### src/rtl/msi_pkg.sv
package msi_pkg;

    typedef enum logic [1:0] {
        ST_I = 2'd0,
        ST_S = 2'd1,
        ST_M = 2'd2
    } line_st_e;

    typedef enum logic [1:0] {
        CMD_RD   = 2'd0,
        CMD_RDX  = 2'd1,
        CMD_UPGR = 2'd2,
        CMD_WB   = 2'd3
    } bus_cmd_e;

    typedef enum logic [1:0] {
        OP_READ  = 2'd0,
        OP_WRITE = 2'd1,
        OP_EVICT = 2'd2
    } cpu_op_e;

    typedef enum logic [1:0] {
        PH_IDLE = 2'd0,
        PH_REQ  = 2'd1,
        PH_XFER = 2'd2
    } phase_e;

    // State a line takes once its own bus transaction has completed.
    function automatic line_st_e state_after_bus(bus_cmd_e c);
        case (c)
            CMD_RD:   return ST_S;
            CMD_RDX:  return ST_M;
            CMD_UPGR: return ST_M;
            default:  return ST_I;
        endcase
    endfunction

endpackage

### src/rtl/msi_snoop_line.sv
module msi_snoop_line
    import msi_pkg::*;
(
    input  line_st_e st_cur,
    input  logic     hit,
    input  bus_cmd_e cmd,
    output line_st_e st_nxt,
    output logic     supply
);

    always_comb begin
        st_nxt = st_cur;
        supply = 1'b0;
        if (hit) begin
            case (cmd)
                CMD_RD: begin
                    if (st_cur == ST_M) begin
                        st_nxt = ST_S;
                        supply = 1'b1;
                    end
                end
                CMD_RDX: begin
                    supply = (st_cur == ST_M);
                    st_nxt = ST_I;
                end
                CMD_UPGR: st_nxt = ST_I;
                default:  st_nxt = st_cur;
            endcase
        end
    end

endmodule

### src/rtl/msi_cpu_decode.sv
module msi_cpu_decode
    import msi_pkg::*;
(
    input  line_st_e st,
    input  cpu_op_e  op,
    output logic     need_bus,
    output bus_cmd_e cmd,
    output line_st_e st_free
);

    always_comb begin
        need_bus = 1'b0;
        cmd      = CMD_RD;
        st_free  = st;
        case (op)
            OP_READ: begin
                if (st == ST_I) begin
                    need_bus = 1'b1;
                    cmd      = CMD_RD;
                end
            end
            OP_WRITE: begin
                if (st == ST_I) begin
                    need_bus = 1'b1;
                    cmd      = CMD_RDX;
                end else if (st == ST_S) begin
                    need_bus = 1'b1;
                    cmd      = CMD_UPGR;
                end
            end
            OP_EVICT: begin
                if (st == ST_M) begin
                    need_bus = 1'b1;
                    cmd      = CMD_WB;
                end else begin
                    st_free = ST_I;
                end
            end
            default: st_free = st;
        endcase
    end

endmodule

### src/rtl/msi_pending_fix.sv
module msi_pending_fix
    import msi_pkg::*;
(
    input  bus_cmd_e cmd_q,
    input  line_st_e st_now,
    output bus_cmd_e cmd_eff,
    output logic     cancel
);

    // A snoop seen before the grant may invalidate the reason for a request.
    always_comb begin
        cmd_eff = cmd_q;
        cancel  = 1'b0;
        if (cmd_q == CMD_UPGR && st_now == ST_I) begin
            cmd_eff = CMD_RDX;
        end
        if (cmd_q == CMD_WB && st_now != ST_M) begin
            cancel = 1'b1;
        end
    end

endmodule

### src/rtl/msi_line_ctrl.sv
module msi_line_ctrl
    import msi_pkg::*;
#(
    parameter int N_LINES = 4,
    parameter int IDX_W   = (N_LINES > 1) ? $clog2(N_LINES) : 1
) (
    input  logic             clk,
    input  logic             rst_n,
    input  logic             cpu_req_valid,
    input  logic [1:0]       cpu_op,
    input  logic [IDX_W-1:0] cpu_idx,
    output logic             cpu_ack,
    output logic             bus_req,
    output logic [1:0]       bus_cmd,
    output logic [IDX_W-1:0] bus_idx,
    input  logic             bus_gnt,
    input  logic             bus_done,
    input  logic             snp_valid,
    input  logic [1:0]       snp_cmd,
    input  logic [IDX_W-1:0] snp_idx,
    output logic             snp_supply
);

    typedef struct packed {
        phase_e                   phase;
        bus_cmd_e                 cmd;
        logic [IDX_W-1:0]         idx;
        line_st_e [N_LINES-1:0]   lines;
    } ctl_t;

    ctl_t r_q, r_d;

    line_st_e [N_LINES-1:0] lines_q;
    line_st_e [N_LINES-1:0] snp_st;
    logic     [N_LINES-1:0] sup_v;

    assign lines_q = r_q.lines;

    for (genvar i = 0; i < N_LINES; i++) begin : g_line
        msi_snoop_line u_snp (
            .st_cur (r_q.lines[i]),
            .hit    (snp_valid && (snp_idx == IDX_W'(i))),
            .cmd    (bus_cmd_e'(snp_cmd)),
            .st_nxt (snp_st[i]),
            .supply (sup_v[i])
        );
    end

    assign snp_supply = |sup_v;

    logic     dec_need;
    bus_cmd_e dec_cmd;
    line_st_e dec_free;

    msi_cpu_decode u_dec (
        .st       (snp_st[cpu_idx]),
        .op       (cpu_op_e'(cpu_op)),
        .need_bus (dec_need),
        .cmd      (dec_cmd),
        .st_free  (dec_free)
    );

    bus_cmd_e fix_cmd;
    logic     fix_cancel;

    msi_pending_fix u_fix (
        .cmd_q   (r_q.cmd),
        .st_now  (snp_st[r_q.idx]),
        .cmd_eff (fix_cmd),
        .cancel  (fix_cancel)
    );

    bus_cmd_e cmd_out;

    always_comb begin
        r_d        = r_q;
        r_d.lines  = snp_st;
        cpu_ack    = 1'b0;
        bus_req    = 1'b0;
        cmd_out    = r_q.cmd;
        case (r_q.phase)
            PH_IDLE: begin
                if (cpu_req_valid) begin
                    if (dec_need) begin
                        r_d.phase = PH_REQ;
                        r_d.cmd   = dec_cmd;
                        r_d.idx   = cpu_idx;
                    end else begin
                        cpu_ack              = 1'b1;
                        r_d.lines[cpu_idx]   = dec_free;
                    end
                end
            end
            PH_REQ: begin
                if (fix_cancel) begin
                    cpu_ack            = 1'b1;
                    r_d.lines[r_q.idx] = ST_I;
                    r_d.phase          = PH_IDLE;
                end else begin
                    bus_req  = 1'b1;
                    cmd_out  = fix_cmd;
                    r_d.cmd  = fix_cmd;
                    if (bus_gnt) begin
                        r_d.phase = PH_XFER;
                    end
                end
            end
            PH_XFER: begin
                if (bus_done) begin
                    cpu_ack            = 1'b1;
                    r_d.lines[r_q.idx] = state_after_bus(r_q.cmd);
                    r_d.phase          = PH_IDLE;
                end
            end
            default: r_d.phase = PH_IDLE;
        endcase
    end

    always_ff @(posedge clk) begin
        if (!rst_n) begin
            r_q.phase <= PH_IDLE;
            r_q.cmd   <= CMD_RD;
            r_q.idx   <= '0;
            r_q.lines <= {N_LINES{ST_I}};
        end else begin
            r_q <= r_d;
        end
    end

    assign bus_cmd = cmd_out;
    assign bus_idx = r_q.idx;

endmodule

### config.mk
export PLATFORM = sky130hd
export DESIGN_NAME = msi_line_ctrl
export DESIGN_NICKNAME = d
export VERILOG_FILES = /design/src/rtl/msi_pkg.sv /design/src/rtl/msi_snoop_line.sv /design/src/rtl/msi_cpu_decode.sv /design/src/rtl/msi_pending_fix.sv /design/src/rtl/msi_line_ctrl.sv
export SDC_FILE = /design/constraint.sdc
export NUM_CORES = 1
export LEC_CHECK = 0
export CORE_MARGIN = 2
export CORE_UTILIZATION = 55
export DETAILED_ROUTE_END_ITERATION = 8
export HOLD_SLACK_MARGIN = 0.15
export PLACE_DENSITY = 0.8
export RECOVER_POWER = 50
export SLEW_MARGIN = 10
export SYNTH_ARGS = -nofsm -noshare
export SYNTH_HDL_FRONTEND = slang
export SYNTH_SLANG_ARGS = --single-unit
### constraint.sdc
create_clock -name clk -period 5.35 [get_ports clk]
set_input_delay 1.07 -clock clk [delete_from_list [all_inputs] [get_ports clk]]
set_output_delay 1.07 -clock clk [all_outputs]
set_load 0.005 [all_outputs]
==> summary.txt <==
Power and ir drop
  – Combinational cell fraction of total power: approximately 29%
  – Lkg Pwr: between 0.6 and 0.7 nW
  – Internal power: 0.184 mW
  – Sw frac: 33.7%
  – Clock share of power: slightly above 30%
  – Sw power: about 0.093 mW
  – Maximum VDD drop: approximately 0.13 mV
  – Power Density: about 160 mW/mm^2
  – Flop pwr share: between 40% and 50%

Placement
  – Dpl cells: between 200 and 250
  – Detailed-placement wirelength estimate: 3240 microns
  – Routability congestion estimate from global placement: 0.961
  – Port Buffers: 20
  – Pre-CTS WS: about 0.25 ns

Timing
  – Worst Skew: between 0.015 and 0.02 ns
  – RSZ-0062 raised after global routing: false
  – Final setup fails: 0
  – Setup WS post-layout: 0.131 ns
  – Worst rel slew slack: a little under three fifths
  – Slew @ Worst Pin: ~0.64 ns
  – Fin. Hold Viols: 0
  – Crit path time final: 5.22 ns
  – Max frequency: roughly 190 MHz
  – Total Neg Setup Slack: 0 ns
  – Final Hold Slack: 0.623 ns
  – Max-slew violations: 0
  – Fin crit share: between 90% and 100%

Floorplanning
  – Chip width: between 50 and 60 microns
  – Ports: 21
  – Core ar.: between 0.002 and 0.003 sq mm
  – Chip Height: between 50 and 60 microns
  – Initial Util: 57.1%
  – Die ar.: ~0.0033 sq mm
  – FP Rows: 19

GRT
  – Largest net degree at the start of global routing: 16
  – Global-route wire length before repair: between 6000 and 7000 microns
  – GR Util All Layers: a little over a quarter
  – Vias in the first global route: around 1500
  – Remaining Overflow, GRT: 0
  – Initial antenna violation count: 0

Synthesis
  – Sequential area share after synthesis: roughly 18%
  – Mapped Area: around 0.0015 sq mm
  – Cell variety after synth: between 50 and 60
  – Synth Area in XOR/XNOR: 0%
  – Share of the synthesized area in the top cell type: 18.1%
  – Cell taking the most area after synthesis: dfxtp_1
  – Synth Area in Simple Gates: 31.1%
  – Number of flops mapped to enable cells by yosys: 0
  – Commonest cells post-synth: nand2_1, dfxtp_1, a21oi_1, nor2_1, o21ai_0
  – Largest family of logic cells by synthesized area: compound AO/OA/AOI/OAI gates
  – Synth warn: 0
  – FFs w/ async S/R, synth: 0%
  – Most frequent cell after synthesis: nand2_1
  – #FFs+latches synth: 14
  – Post-synthesis mux area share: approximately 2.1%
  – Syn avg cell area: around 7.7 sq um
  – Post-Synthesis Cells: between 200 and 250
  – Compound-gate portion of the synthesized area: between 30% and 40%
  – Adder-cell area share of the yosys netlist: under 10%
  – Primary flip-flop cell chosen by synthesis mapping: dfxtp_1
  – Ranking of synthesized cells by area: dfxtp_1, ha_1, nand2_1
  – Post-Syn Nets: 222

Worst setup path
  – Crit Path Class: in2out
  – Largest incremental delay on the critical path: ~0.56 ns
  – Setup crit end kind: output pin
  – Critical Path Source Type: input pin
  – CP top delay family: simple AND/OR/NAND/NOR gates
  – Slowest cell on crit path: clkdlybuf4s50_1
  – CP Buf/Inv Count: 2
  – Cell Chain, Critical Path: clkdlybuf4s50_1 > or3b_1 > a31oi_1 > nor3_2 > or3b_1 > a211oi_4 > nor3_1 > o31a_1 > clkdlybuf4s50_1
  – Crit path DAT: approximately 4.2 ns
  – Critical Path Fanout Max: 10
  – Critical Path RT: roughly 4.3 ns

Final layout
  – Share of layout cells above drive strength 1: 9.30%
  – Nets@finish: between 200 and 250
  – Layout overhead on the synthesized area: 12.9%
  – Post-route insts no fill: 246
  – N_diodes: 0

Detailed routing
  – DRC: 0
  – Vias per Instance: roughly 6.7
  – DRT Wirelength: between 4000 and 5000 microns
  – Drt first pass iters: 7
  – Wire per inst: 17.1 microns
  – Post-route ant nets: 0
  – DR vias: between 1500 and 2000
  – Initial DRC count: about 170

Run status
  – Outcome: finished clean

Min path
  – Min-delay worst type: reg2reg

Clock tree
  – Post-CTS sizing: 0
  – Clk slew on worst S/H paths: between 0.1 and 0.15 ns
  – Deepest clock path buffer count: 2
  – Inserted Clock Buffers: 3
  – CTS root buf: clkbuf_4
  – H-tree levels: 1
  – Clock sinks: 14
  – Worst-skew pair later-pin latency: slightly above 0.3 ns
  – TritonCTS clock tree: yes
  – Post-CTS Setup Inserts: 0
  – CTS Hold Bufs: 0

Flow run
  – Max Cap Violations: 0
==> final cells by class <==
cell class	instances	area, sq um
Clock buffer	4	36.3
Fill cell	241	963
Inverter	8	30.0
Multi-Input combinational cell	169	1160
Sequential cell	14	280
Tap cell	31	38.8
Timing Repair Buffer	20	200
==> worst paths after layout <==
kind	from	to	slack, ns	cells past startpoint
worst max-delay path	snp_cmd[1]	cpu_ack	0.13	9
worst min-delay path	bus_idx[0]	bus_idx[0]	0.62	2
worst max register to register	lines_q[2]	lines_q[1]	2.67	8
worst min register to register	bus_idx[0]	bus_idx[0]	0.62	2
==> power groups by stage <==
stage               clock network [mW]  registers (mW)  logic (mW)
floorplan                            0           0.111      0.0564
global placement                     0           0.114      0.0782
detailed placement                   0           0.114      0.0794
CTS                             0.0822           0.112      0.0799
global route                    0.0873           0.113      0.0870
finish                          0.0841           0.112      0.0805
==> sequential cells by signal, summed over array words and instances (netlist names) <==
signal,flops
bus_idx,2
r_q,4
lines_q,8
==> metal layers <==
layer  up-vias  track usage [%]  wire length [microns]
li1        786                -                      -
met1       761             34.2                   1710
met2        81             46.5                   2060
met3        14             2.95                    317
met4         0             11.3                    104
met5         -                0                      0
==> logic make-up after synthesis <==
family                     count (synthesis)
DFF                                       14
adders and majority gates                  7
AOI/OAI and AO/OA                         74
muxes                                      2
and+or+nand+nor                           86
buffers and inverters                     18
==> per-stage QoR <==
step                cell area (sq um)  util, %  power, mW
finish                           1750     64.5      0.277
global route                     1750     64.5      0.287
CTS                              1750     64.5      0.274
detailed placement               1710     63.2      0.194
global placement                 1710     63.2      0.192
floorplan                        1550        -      0.167
==> worst register-to-register path: cells and delay by family (launching register included) <==
kind | cells | cell delay (ns)
flops | 1 | 0.39
compound gates | 5 | 1.26
simple gates | 3 | 0.98
==> cells in the final DEF (no fill, tap or decap), types with 3 or more instances in the layout <==
cell	Yosys	routed
a21oi_1	13	13
o21ai_1	4	4
a21o_1	4	4
inv_1	8	8
nand3_1	7	7
o21a_1	3	3
nand2_1	23	23
o221ai_1	3	3
clkbuf_4	0	3
or2b_2	3	3
clkdlybuf4s50_1	0	17
a31oi_1	5	5
dlygate4sd3_1	0	3
nor2_1	12	12
nand2b_1	6	6
nor2b_1	6	6
ha_1	7	7
nor3_1	7	7
a21boi_0	3	3
o22ai_1	5	5
o21ai_0	10	10
dfxtp_1	14	14
Power figures use the tool's default switching activity.
